--- config.mk ---
export PLATFORM = sky130hd
export DESIGN_NAME = pcd_frame_rx
export DESIGN_NICKNAME = d
export VERILOG_FILES = /design/src/rtl/pcd_rx_pkg.sv /design/src/rtl/pcd_rx_shift.sv /design/src/rtl/pcd_rx_count.sv /design/src/rtl/pcd_rx_seq.sv /design/src/rtl/pcd_frame_rx.sv
export SDC_FILE = /design/constraint.sdc
export NUM_CORES = 1
export LEC_CHECK = 0
export BUFFER_PORTS_ARGS = -buffer_cell sky130_fd_sc_hd__buf_2
export CORE_MARGIN = 10
export CORE_UTILIZATION = 53
export DETAILED_ROUTE_END_ITERATION = 8
export PLACE_DENSITY_LB_ADDON = 0.08
export RECOVER_POWER = 25
export SYNTH_ARGS = -nofsm -noshare
export SYNTH_HDL_FRONTEND = slang
export SYNTH_SLANG_ARGS = --single-unit
--- constraint.sdc ---
create_clock -name clk -period 2.5 [get_ports clk]
set_clock_uncertainty 0.15 [all_clocks]
set_input_delay 0.5 -clock clk [delete_from_list [all_inputs] [get_ports clk]]
set_output_delay 0.5 -clock clk [all_outputs]
set_load 0.1 [all_outputs]
--- src/rtl/pcd_rx_pkg.sv ---
package pcd_rx_pkg;

  typedef enum logic [1:0] {
    ST_UNSYNC = 2'd0,
    ST_SOF    = 2'd1,
    ST_WAIT   = 2'd2,
    ST_RECV   = 2'd3
  } rx_state_e;

  typedef enum logic [1:0] {
    CK_DATA = 2'd0,
    CK_EOF  = 2'd1,
    CK_BAD  = 2'd2
  } char_kind_e;

endpackage

--- src/rtl/pcd_rx_shift.sv ---
module pcd_rx_shift
  import pcd_rx_pkg::*;
#(
  parameter int DATA_W = 8,
  localparam int CHAR_N = DATA_W + 2
) (
  input  logic              clk,
  input  logic              rst_n,
  input  logic              clr,
  input  logic              en,
  input  logic              bit_in,
  output logic [DATA_W-1:0] data,
  output char_kind_e        kind
);

  logic [CHAR_N-1:0] sr_q;
  logic [CHAR_N-1:0] sr_d;

  // new bits enter at the top and travel down, so the first bit ends at bit 0
  always_comb begin
    sr_d = sr_q;
    if (clr)     sr_d = '0;
    else if (en) sr_d = {bit_in, sr_q[CHAR_N-1:1]};
  end

  always_ff @(posedge clk or negedge rst_n) begin
    if (!rst_n) sr_q <= '0;
    else        sr_q <= sr_d;
  end

  always_comb begin
    if (sr_q == '0)                      kind = CK_EOF;
    else if (sr_q[CHAR_N-1] && !sr_q[0]) kind = CK_DATA;
    else                                 kind = CK_BAD;
  end

  assign data = sr_q[CHAR_N-2:1];

endmodule

--- src/rtl/pcd_rx_count.sv ---
module pcd_rx_count #(
  parameter int MAX_BYTES = 256,
  localparam int LEN_W = $clog2(MAX_BYTES + 1)
) (
  input  logic             clk,
  input  logic             rst_n,
  input  logic             clr,
  input  logic             inc,
  output logic [LEN_W-1:0] count,
  output logic             zero,
  output logic             full
);

  localparam logic [LEN_W-1:0] LIMIT = LEN_W'(MAX_BYTES);

  logic [LEN_W-1:0] cnt_q;
  logic [LEN_W-1:0] cnt_d;

  always_comb begin
    cnt_d = cnt_q;
    if (clr)      cnt_d = '0;
    else if (inc) cnt_d = cnt_q + LEN_W'(1);
  end

  always_ff @(posedge clk or negedge rst_n) begin
    if (!rst_n) cnt_q <= '0;
    else        cnt_q <= cnt_d;
  end

  assign count = cnt_q;
  assign zero  = (cnt_q == '0);
  assign full  = (cnt_q == LIMIT);

endmodule

--- src/rtl/pcd_rx_seq.sv ---
module pcd_rx_seq
  import pcd_rx_pkg::*;
#(
  parameter int OSR          = 4,
  parameter int SOF_MIN_BITS = 10,
  parameter int SOF_MAX_BITS = 12,
  parameter int GAP_MAX      = 25,
  parameter int CHAR_N       = 10
) (
  input  logic       clk,
  input  logic       rst_n,
  input  logic       soft_clr,
  input  logic       smp_vld,
  input  logic       smp_bit,
  input  char_kind_e kind,
  input  logic       cnt_zero,
  input  logic       cnt_full,
  output rx_state_e  state,
  output logic       sh_clr,
  output logic       sh_en,
  output logic       cnt_clr,
  output logic       cnt_inc,
  output logic       emit_byte,
  output logic       emit_done
);

  localparam int PH_W    = $clog2(OSR + 1);
  localparam int BIT_LIM = (SOF_MAX_BITS + 1 > CHAR_N) ? SOF_MAX_BITS + 1 : CHAR_N;
  localparam int BIT_W   = $clog2(BIT_LIM + 1);
  localparam int GAP_W   = $clog2(GAP_MAX + 2);

  localparam logic [PH_W-1:0]  PH_SAMPLE = PH_W'(OSR / 2);
  localparam logic [PH_W-1:0]  PH_WRAP   = PH_W'(OSR);
  localparam logic [BIT_W-1:0] SOF_MIN   = BIT_W'(SOF_MIN_BITS);
  localparam logic [BIT_W-1:0] SOF_MAX   = BIT_W'(SOF_MAX_BITS);
  localparam logic [BIT_W-1:0] CHAR_END  = BIT_W'(CHAR_N);
  localparam logic [GAP_W-1:0] GAP_LIM   = GAP_W'(GAP_MAX);

  rx_state_e        state_q, state_d;
  logic [PH_W-1:0]  ph_q, ph_d, ph_inc;
  logic [BIT_W-1:0] bit_q, bit_d, bit_inc;
  logic [GAP_W-1:0] gap_q, gap_d, gap_inc;

  always_comb begin
    state_d   = state_q;
    ph_d      = ph_q;
    bit_d     = bit_q;
    gap_d     = gap_q;
    sh_clr    = 1'b0;
    sh_en     = 1'b0;
    cnt_clr   = 1'b0;
    cnt_inc   = 1'b0;
    emit_byte = 1'b0;
    emit_done = 1'b0;
    ph_inc    = ph_q + PH_W'(1);
    bit_inc   = bit_q + BIT_W'(1);
    gap_inc   = gap_q + GAP_W'(1);

    if (smp_vld) begin
      unique case (state_q)
        ST_UNSYNC: begin
          if (!smp_bit) begin
            state_d = ST_SOF;
            ph_d    = '0;
            bit_d   = '0;
            cnt_clr = 1'b1;
          end
        end
        ST_SOF: begin
          ph_d = (ph_inc == PH_WRAP) ? '0 : ph_inc;
          if (ph_inc == PH_SAMPLE) begin
            if (smp_bit) begin
              if (bit_q >= SOF_MIN) begin
                state_d = ST_WAIT;
                gap_d   = '0;
              end else begin
                state_d = ST_UNSYNC;
              end
            end else begin
              bit_d = bit_inc;
              if (bit_inc > SOF_MAX) state_d = ST_UNSYNC;
            end
          end
        end
        ST_WAIT: begin
          if (smp_bit) begin
            gap_d = gap_inc;
            if (gap_inc > GAP_LIM) state_d = ST_UNSYNC;
          end else begin
            state_d = ST_RECV;
            ph_d    = '0;
            bit_d   = '0;
            sh_clr  = 1'b1;
          end
        end
        ST_RECV: begin
          ph_d = ph_inc;
          if (ph_inc == PH_SAMPLE) sh_en = 1'b1;
          if (ph_inc == PH_WRAP) begin
            ph_d  = '0;
            bit_d = bit_inc;
            if (bit_inc == CHAR_END) begin
              state_d = ST_UNSYNC;
              unique case (kind)
                CK_DATA: begin
                  if (!cnt_full) begin
                    emit_byte = 1'b1;
                    cnt_inc   = 1'b1;
                    state_d   = ST_WAIT;
                    gap_d     = '0;
                  end
                end
                CK_EOF:  emit_done = !cnt_zero;
                default: emit_done = 1'b0;
              endcase
            end
          end
        end
        default: state_d = ST_UNSYNC;
      endcase
    end

    if (soft_clr) begin
      state_d   = ST_UNSYNC;
      ph_d      = '0;
      bit_d     = '0;
      gap_d     = '0;
      sh_clr    = 1'b1;
      sh_en     = 1'b0;
      cnt_clr   = 1'b1;
      cnt_inc   = 1'b0;
      emit_byte = 1'b0;
      emit_done = 1'b0;
    end
  end

  always_ff @(posedge clk or negedge rst_n) begin
    if (!rst_n) begin
      state_q <= ST_UNSYNC;
      ph_q    <= '0;
      bit_q   <= '0;
      gap_q   <= '0;
    end else begin
      state_q <= state_d;
      ph_q    <= ph_d;
      bit_q   <= bit_d;
      gap_q   <= gap_d;
    end
  end

  assign state = state_q;

endmodule

--- src/rtl/pcd_frame_rx.sv ---
module pcd_frame_rx
  import pcd_rx_pkg::*;
#(
  parameter int OSR          = 4,
  parameter int SOF_MIN_BITS = 10,
  parameter int SOF_MAX_BITS = 12,
  parameter int GAP_MAX      = 25,
  parameter int DATA_W       = 8,
  parameter int MAX_BYTES    = 256,
  localparam int LEN_W       = $clog2(MAX_BYTES + 1)
) (
  input  logic              clk,
  input  logic              rst_n,
  input  logic              soft_clr,
  input  logic              sample_vld,
  input  logic              sample_bit,
  output logic              byte_vld,
  output logic [DATA_W-1:0] byte_data,
  output logic              frame_done,
  output logic [LEN_W-1:0]  frame_len,
  output logic              active
);

  localparam int CHAR_N = DATA_W + 2;

  rx_state_e         state;
  char_kind_e        kind;
  logic [DATA_W-1:0] sh_data;
  logic [LEN_W-1:0]  count;
  logic              cnt_zero, cnt_full;
  logic              sh_clr, sh_en, cnt_clr, cnt_inc, emit_byte, emit_done;

  pcd_rx_seq #(
    .OSR          (OSR),
    .SOF_MIN_BITS (SOF_MIN_BITS),
    .SOF_MAX_BITS (SOF_MAX_BITS),
    .GAP_MAX      (GAP_MAX),
    .CHAR_N       (CHAR_N)
  ) u_seq (
    .clk       (clk),
    .rst_n     (rst_n),
    .soft_clr  (soft_clr),
    .smp_vld   (sample_vld),
    .smp_bit   (sample_bit),
    .kind      (kind),
    .cnt_zero  (cnt_zero),
    .cnt_full  (cnt_full),
    .state     (state),
    .sh_clr    (sh_clr),
    .sh_en     (sh_en),
    .cnt_clr   (cnt_clr),
    .cnt_inc   (cnt_inc),
    .emit_byte (emit_byte),
    .emit_done (emit_done)
  );

  pcd_rx_shift #(
    .DATA_W (DATA_W)
  ) u_shift (
    .clk    (clk),
    .rst_n  (rst_n),
    .clr    (sh_clr),
    .en     (sh_en),
    .bit_in (sample_bit),
    .data   (sh_data),
    .kind   (kind)
  );

  pcd_rx_count #(
    .MAX_BYTES (MAX_BYTES)
  ) u_count (
    .clk   (clk),
    .rst_n (rst_n),
    .clr   (cnt_clr),
    .inc   (cnt_inc),
    .count (count),
    .zero  (cnt_zero),
    .full  (cnt_full)
  );

  logic              bvld_q, done_q;
  logic [DATA_W-1:0] bdat_q;
  logic [LEN_W-1:0]  len_q;

  always_ff @(posedge clk or negedge rst_n) begin
    if (!rst_n) begin
      bvld_q <= 1'b0;
      done_q <= 1'b0;
    end else begin
      bvld_q <= emit_byte;
      done_q <= emit_done;
    end
  end

  always_ff @(posedge clk or negedge rst_n) begin
    if (!rst_n)         bdat_q <= '0;
    else if (emit_byte) bdat_q <= sh_data;
  end

  always_ff @(posedge clk or negedge rst_n) begin
    if (!rst_n)         len_q <= '0;
    else if (emit_done) len_q <= count;
  end

  assign byte_vld   = bvld_q;
  assign byte_data  = bdat_q;
  assign frame_done = done_q;
  assign frame_len  = len_q;
  assign active     = (state == ST_WAIT) || (state == ST_RECV);

endmodule

---- Word level (Yosys, flattened, before mapping) ----
Cells that the tools add are included.
word-level totals
  register bits ........................... 52
  latch bits .............................. 0
  memory bits (writable) .................. 0
  ROM bits ................................ 0
  input port bits ......................... 5
  output and inout bits ................... 20
  word-level logic and storage cells ...... 123
  memories ................................ 0
operators by class
  $add $sub $neg .......................... 4
  multipliers ............................. 0
  divide/modulo/power cells ............... 0
  $lt $le $gt $ge ......................... 3
  equal/unequal tests ..................... 21
  shifts and indexed selects .............. 0
  mux-type cells .......................... 67
  bitwise logic cells ..................... 0
  reductions and logical operators ........ 18
operator list
  kind                                                    number
  2-to-1 mux 5 bit                                        10
  2-to-1 mux 2 bit                                        15
  2-to-1 mux 1 bit                                        24
  2-to-1 mux 4 bit                                        6
  2-to-1 mux 10 bit                                       2
  2-to-1 mux 9 bit                                        2
  inequality test 3 bit (second input constant)           6
  inequality test 3 x 2 -> 1 bit (second input constant)  5
  one-hot mux 5 bit (3 select lines)                      1
  2-to-1 mux 3 bit                                        4
  one-hot mux 4 bit (3 select lines)                      1
  zero test 10 bit                                        1
  AND reduction 10 bit                                    1
  adder 9 x 1 -> 9 bit (second input constant)            1
  equality test 9 bit (second input constant)             1
  zero test 9 bit                                         1
  inequality test 4 x 3 -> 1 bit (second input constant)  2
  one-hot mux 2 bit (4 select lines)                      1
  AND reduction 7 bit                                     1
  one-hot mux 3 bit (2 select lines)                      1
  nonzero test 2 bit                                      3
  adder 5 x 1 -> 5 bit (second input constant)            1
  > comparator 5 bit (second input constant)              1
  AND reduction 5 bit                                     1
  16 further kinds                                        21

---- Logic depth before layout (Yosys ltp) ----
Gate-level depths: netlist (run 1).
  word-level depth ........................ 13
  depth in mapped cells ................... 9
  depth with buffers taken out ............ 8

---- By module ----
From an unflattened synthesis (run 1), not the netlist that was laid out.
second synthesis, totals
  cells, all modules ...................... 263
  area total of the unflattened synthesis .. 2,860.2 um^2
by module, submodules not included
  module        times used  cells an instance  area an instance (um^2)  seq. area each (um^2)
  pcd_rx_seq    1           126                1,103.6                  350.3
  pcd_frame_rx  1           39                 757.0                    475.5
  pcd_rx_shift  1           46                 506.7                    250.2
  pcd_rx_count  1           52                 493.0                    225.2

---- Worst setup path before layout (run 1) ----
No wires, ideal clock.
  kind .................................... register to register
  start point ............................. reg u_seq.bit_q[0]
  end point ............................... reg u_seq.state_q[1], in the netlist u_seq.state[1]
  arrival ................................. 1.816 ns
  data required time ...................... 2.225 ns
  path slack .............................. 0.409 ns
  stages on the path, launching flop included .. 8
  path buffers ............................ 0
  clock period less this slack ............ 2.091 ns
  path through ............................ dfrtp_1 > ha_1 > nor3b_1 > nand2b_1 > o211a_1 > o21a_1 > o21a_1 > mux2_4
on the way
  longest elaborated chain between the ends .. 7
ends and longest elaborated chain
  element                                                       line               RTL
  from (decl)                                                   pcd_rx_seq.sv:41   logic [BIT_W-1:0] bit_q, bit_d, bit_inc;
  from (signal assigned)                                        pcd_rx_seq.sv:146  bit_q <= bit_d;
  branches (longest 7 deep; another with adder 4 x 1 -> 4 bit)  --
  to (signal assigned)                                          pcd_rx_seq.sv:144  state_q <= state_d;
  to (decl)                                                     pcd_rx_seq.sv:39   rx_state_e state_q, state_d;
Several ways; the timed one is not identified. The select of a mux whose other input is x is not followed.
A chain may end at the register's enable or synchronous reset.

---- Worst setup path after layout (run 1) ----
  start point ............................. reg u_seq.state_q[0], in the netlist u_seq.state[0]
  end point ............................... out active
on the way
  longest elaborated chain between the ends .. 2
ends and longest elaborated chain
  element              line                 RTL
  equality test 2 bit  pcd_frame_rx.sv:109  assign active = (state == ST_WAIT) || (state == ST_RECV);
  logical OR 1 bit *   pcd_frame_rx.sv:109
  to (decl)            pcd_frame_rx.sv:21   output logic active
Mark *: on every way between the ends. The rest lies on a longest branch, timed or not.

==> results of run 1 <==
[registers in the layout, summed over array words and instances (netlist names)]
register	cells
frame_done	1
u_shift.sr_q	10
byte_vld	1
u_seq.gap_q	5
frame_len	9
u_seq.state	2
u_seq.ph_q	3
byte_data	8
u_count.count	9
u_seq.bit_q	4
[kinds of logic after synthesis]
family | share of synthesized area (%)
AOI/OAI and AO/OA | 14.5
muxes | 7.32
and+or+nand+nor | 20.5
DFF | 44.8
buffers and inverters | 3.92
adders and majority gates | 6.03
xor gates and xnor gates | 2.97
[worst max-delay path by stage]
stage	cells after the start	to	slack [ns]
after floorplan	7	u_seq.state[1]$_DFFE_PN0P_	0.41
after CTS	4	active	0.08
after global routing	4	active	0.009
final	4	active	0.1
after detailed placement	6	frame_len[8]$_DFFE_PN0P_	0.18
after global placement	6	frame_len[5]$_DFFE_PN0P_	0.24
[where the power goes]
group	switching (µW)	total (µW)	internal, µW	leakage, µW
sequential	19.0	881	862	0.000724
combinational	168	269	101	0.000861
clock	289	488	199	0.0000445
total	476	1640	1160	0.00163
[metal layers]
layer	share of wire, %	vias to the layer above	track usage, %
li1	-	1063	-
met3	3.8	9	3.04
met2	45	32	21.7
met4	1.4	0	4.56
met5	0	-	0
met1	50	1014	18.4
[layout make-up]
cell class | instances | area (µm²) | area share, %
flip-flops and latches | 52 | 1300 | 40.2
inverters | 17 | 63.8 | 1.97
well taps | 70 | 87.6 | 2.71
multi-input cells | 211 | 1500 | 46.3
repair buffers | 34 | 194 | 6.00
clock buffers | 5 | 68.8 | 2.13
clock inverters | 3 | 21.3 | 0.658
[layout by cell type (no fill, tap or decap), types with 7 or more instances in the layout]
cell     Yosys  final
nor2b_1      7      7
o21ai_0     14     14
nand2_1     42     42
dfrtp_1     52     52
mux2i_1     10     10
nor2_1      23     23
buf_2        1     23
ha_1        14     14
buf_4        1      8
nand3_1      8      8
inv_1       16     16
[critical path, stage by stage, from the launching register on]
cell and delay, ns:
dfrtp_1 0.42, inv_1 0.13, ha_1 0.33, or2_2 0.16
buf_2 0.41
[metrics by stage]
stage               hold slack (ns)  instances  area [µm²]
floorplan                    0.0544        288        2910
global placement              0.271        383        3140
detailed placement            0.271        383        3140
CTS                           0.332        392        3240
global route                  0.359        392        3230
finish                        0.328        392        3230
[what timing repair did]
action / CTS / global route
hold buffers: 1 / 0
resized for setup: 0 / 0
endpoints found under the hold margin: 12 / 0
==> results.yml, run 1 <==
outcome:
  status: "finished, final reports clean"
final_layout:
  diodes: 0
  fillers: 453
  final_nets: 340
  area_growth_pct: 11.3
  final_core_util_pct: 62.1
  final_layout_size_suffix_gt1_share_pct: 23.3
sta:
  fin_ws_ns: 0.0958
  rsz0062_at_grt: "no"
  finalCriticalPeriod_ns: 2.40
  hold_viol_final: 0
  max_freq_ghz: 0.416
  final_max_slew_viol_count: 0
  worst_pin_slew_ns: 0.793
  relSlewSlack_pct: 47.1
  timing.final.crit_share_pct: 96.2
  setup-tns-final_ns: 0
  setup_viol: 0
grt:
  grt_pass1_wl_mm: 10.1
  grtUsageTotal_pct: 13.8
  grt_max_degree: 23
  antenna_found_initial: 0
  grt-ovfl-total: 0
  grt_pass1_vias: 2134
die:
  fp.dieH_um: 94.0
  io_pins: 25
  fp.dieW_um: 94.0
  die-area_um2: 8840
  rows: 26
  core_um2: 5200
  initial_utilization_pct: 55.8
detailed_routing:
  firstDrtPassIters: 4
  wl_per_cell_um: 14.0
  dr.first_iter.drc_count: 52
  num_vias: 2118
  routed_wl_mm: 5.48
  drcViolationCount: 0
  ant_nets: 0
  viasPerCell: 5.40
logic_synthesis:
  syn_area_per_cell_um2: 10.1
  ys.flop_type: "dfrtp_1"
  ys_seq_area_share_pct: 44.8
  synth.most_common_cell: "dfrtp_1"
  synth-edff-count: 0
  syn_area_um2: 2910
  netlist_instances: 288
  yosysTopAreaCellShare_pct: 44.8
  post_synth_num_cell_types: 61
  netlist_top_cells_area: "dfrtp_1 45%, ha_1 6.0%, nand2_1 5.4%"
  synth_nets: 307
  synthArstFlopShare_pct: 100
  ys_seq_elements: 52
  yosys-top-cells-count: "52 x dfrtp_1, 42 x nand2_1, 23 x nor2_1"
  yosys_warnings: 0
  yosys.area.top_type: "dfrtp_1"
hold_path:
  min_delay_path_depth: 2
  holdPathEnd: "byte_data[0]$_DFFE_PN0P_"
  hold_path.class: "reg2reg"
  hold_path_startpoint: "byte_data[0]$_DFFE_PN0P_"
setup_path:
  r2r-end: "frame_len[8]$_DFFE_PN0P_"
  r2r_cells: 6
  worstPathRequired_ns: 1.85
  path_class: "reg2out"
  startpoint: "u_seq.state[0]$_DFFE_PN0P_"
  start_kind: "flop"
  cp-end-kind: "output pin"
  critPathArrivalTime_ns: 1.75
  r2r_setup_slack_ns: 0.20
  r2r-start: "u_seq.ph_q[0]$_DFFE_PN0P_"
  crit_fanout: 8
power:
  p_per_area_nw_per_um2: 507
  vdd_drop_max_mv: 0.381
  power.leakage_uw: 0.00163
  power_uw: 1640
clocking:
  clock_path_buffers: 2
  htreeDepth: 2
  numCtsBuffers: 5
  cts_root_buf: "clkbuf_8"
  clk_pin_slew_ns: 0.10
  postCtsSetupRepairBufs: 0
  cts_tree: "yes"
  cts.sinks: 52
  clk-insertion-delay-late_ns: 0.31
placement:
  dp_slack_ns: 0.176
  hpwl_mm: 4.15
  gp_congestion: 0.851
  io_buffer_count: 24
run:
  drv_cap: 0
(Power assumes the default switching activity.)
==> run 2: changes to the inputs <==
--- a/config.mk
+++ b/config.mk
@@ -5,12 +5,14 @@
 export SDC_FILE = /design/constraint.sdc
 export NUM_CORES = 1
 export LEC_CHECK = 0
+export ABC_AREA = 1
 export BUFFER_PORTS_ARGS = -buffer_cell sky130_fd_sc_hd__buf_2
 export CORE_MARGIN = 10
 export CORE_UTILIZATION = 53
 export DETAILED_ROUTE_END_ITERATION = 8
 export PLACE_DENSITY_LB_ADDON = 0.08
 export RECOVER_POWER = 25
+export SLEW_MARGIN = 5
 export SYNTH_ARGS = -nofsm -noshare
 export SYNTH_HDL_FRONTEND = slang
 export SYNTH_SLANG_ARGS = --single-unit
==> run 2 against run 1 <==
Count of clock-buffer cells in the layout is the same. Register-to-register slack gained 0.21 ns. Cell count grew 22%. Critical path depth grew 1.
==> results.yml, run 2 <==
sta:
  max_freq_ghz: 0.436
  timing.final.crit_share_pct: 91.8
  relSlewSlack_pct: 15.6
  setup_viol: 0
  finalCriticalPeriod_ns: 2.29
  setup-tns-final_ns: 0
  rsz0062_at_grt: "no"
  fin_ws_ns: 0.205
  hold_viol_final: 0
  worst_pin_slew_ns: 1.27
  final_max_slew_viol_count: 0
clocking:
  numCtsBuffers: 5
  clk-insertion-delay-late_ns: 0.30
  cts_root_buf: "clkbuf_8"
  hold_buffers: 0
  cts.sinks: 52
  cts_tree: "yes"
  postCtsSetupRepairBufs: 0
  cts-resized-gates: 0
  htreeDepth: 2
  clk_pin_slew_ns: 0.09
  clock_path_buffers: 2
logic_synthesis:
  ys.flop_type: "dfrtp_1"
  syn_area_per_cell_um2: 7.91
  ys_seq_area_share_pct: 43.6
  yosys-top-cells-count: "104 x nand2_1, 56 x inv_1, 52 x dfrtp_1"
  post_synth_num_cell_types: 30
  synth_nets: 396
  synth.most_common_cell: "nand2_1"
  yosys_warnings: 0
  yosysTopAreaCellShare_pct: 43.6
  synth-edff-count: 0
  netlist_instances: 377
  syn_area_um2: 2980
  synthArstFlopShare_pct: 100
  yosys.area.top_type: "dfrtp_1"
  ys_seq_elements: 52
  netlist_top_cells_area: "dfrtp_1 44%, nand2_1 13%, inv_1 7.0%"
hold_path:
  hold_path.class: "reg2reg"
setup_path:
  worstPathRequired_ns: 1.85
  start_kind: "flop"
  path_class: "reg2out"
  cp-end-kind: "output pin"
  crit_fanout: 5
  critPathArrivalTime_ns: 1.64
detailed_routing:
  drcViolationCount: 0
  ant_nets: 0
  wl_per_cell_um: 11.9
  num_vias: 2409
  viasPerCell: 5.03
  routed_wl_mm: 5.68
  dr.first_iter.drc_count: 123
  firstDrtPassIters: 4
die:
  fp.dieH_um: 95.0
  die-area_um2: 9030
  io_pins: 25
  fp.dieW_um: 95.0
  core_um2: 5470
  rows: 27
  initial_utilization_pct: 54.5
final_layout:
  largest_reg_flops: 10
  layout_common_cells: "104 x nand2_1, 56 x inv_1, 52 x dfrtp_1"
  layout_commonest_cell: "nand2_1"
  diodes: 0
  regMostFlops: "u_shift.sr_q"
  final_nets: 425
  final_layout_size_suffix_gt1_share_pct: 17.7
  area_growth_pct: 10.1
outcome:
  status: "finished, final reports clean"
grt:
  antenna_found_initial: 0
  grt_pass1_wl_mm: 10.2
  grt_pass1_vias: 2302
  grt_max_degree: 53
  grtUsageTotal_pct: 13.7
  grt-ovfl-total: 0
power:
  p_per_area_nw_per_um2: 537
  power.leakage_uw: 0.00174
  vdd_drop_max_mv: 0.301
placement:
  dp_slack_ns: 0.410
  hpwl_mm: 4.18
  io_buffer_count: 24
  gp_congestion: 0.897
run:
  drv_cap: 0
-- run 2: cell types whose count changed in the layout (fill, tap and decap cells not counted), moves of 5 or more --
cell | previous run | this run
o21ai_2 | 2 | 18
nand3_1 | 8 | 38
buf_4 | 8 | 3
nand4_1 | 2 | 8
nand2b_1 | 6 | 0
xnor2_1 | 6 | 1
o21ai_0 | 14 | 23
mux2_4 | 6 | 0
nand2_1 | 42 | 104
mux2i_1 | 10 | 0
nand2_2 | 0 | 6
inv_1 | 16 | 56
nor2b_1 | 7 | 1
-- run 2: final cells by class --
class / count / area (µm²)
sequential: 52 / 1300
inverter: 59 / 221
multi-input combinational: 260 / 1410
fill: 509 / 2190
tap: 72 / 90.1
clock buffer: 5 / 68.8
timing repair buffer: 28 / 148
clock inverter: 3 / 42.5
-- run 2: worst max-delay path, stage by stage, from the launching register on --
cell and delay, ns:
dfrtp_1 0.45, inv_1 0.11, ha_1 0.21, inv_1 0.08, nand2_1 0.07, buf_2 0.42
-- run 2: worst paths after layout --
| check | slack, ns | startpoint | depth (start not counted) | end |
|---|---|---|---|---|
| setup / recovery | 0.21 | u_seq.state[0]$_DFFE_PN0P_ | 5 | active |
| hold / removal | 0.33 | byte_data[5]$_DFFE_PN0P_ | 2 | byte_data[5]$_DFFE_PN0P_ |
| setup reg to reg | 0.41 | u_seq.ph_q[0]$_DFFE_PN0P_ | 7 | u_seq.bit_q[2]$_DFFE_PN0P_ |
| hold reg to reg | 0.33 | byte_data[5]$_DFFE_PN0P_ | 2 | byte_data[5]$_DFFE_PN0P_ |
| max in group asynchronous | 1.05 | rst_n | 2 | u_seq.ph_q[1]$_DFFE_PN0P_ |
| min in group asynchronous | 0.40 | rst_n | 2 | byte_data[5]$_DFFE_PN0P_ |
-- run 2: routing by layer --
| layer | vias to the layer above | wire length [µm] | global-route usage [%] |
|---|---|---|---|
| met5 | - | 0 | 0 |
| met4 | 0 | 35 | 4.49 |
| met3 | 2 | 321 | 3.61 |
| met2 | 42 | 2640 | 22.4 |
| met1 | 1109 | 2690 | 17.4 |
| li1 | 1256 | - | - |
-- run 2: cell families after synthesis --
family,Yosys count,share of synthesized area (%)
AO/OA/AOI/OAI,47,10.4
XOR/XNOR,6,1.76
adder cells (fa/ha/maj),14,5.87
buffers and inverters,65,9.02
flip-flops,52,43.6
AND/OR/NAND/NOR,193,29.4
-- run 2: stage by stage --
step	power, µW	instance area [µm²]	util [%]	std cells	hold WS (ns)
after global placement	1200	3190	58.3	471	0.310
after detailed placement	1210	3190	58.3	471	0.314
after global routing	1880	3280	60.0	479	0.360
after CTS	1790	3300	60.3	479	0.0339
after floorplan	1120	2980	-	377	0.0544
final	1760	3280	60.0	479	0.333
-- run 2: power breakdown --
part	total, µW	leakage [µW]	switching, µW	internal, µW
clock	575	0.0000541	279	297
combinational	287	0.000965	201	85.9
sequential	901	0.000723	36.4	865
total	1760	0.00174	517	1250
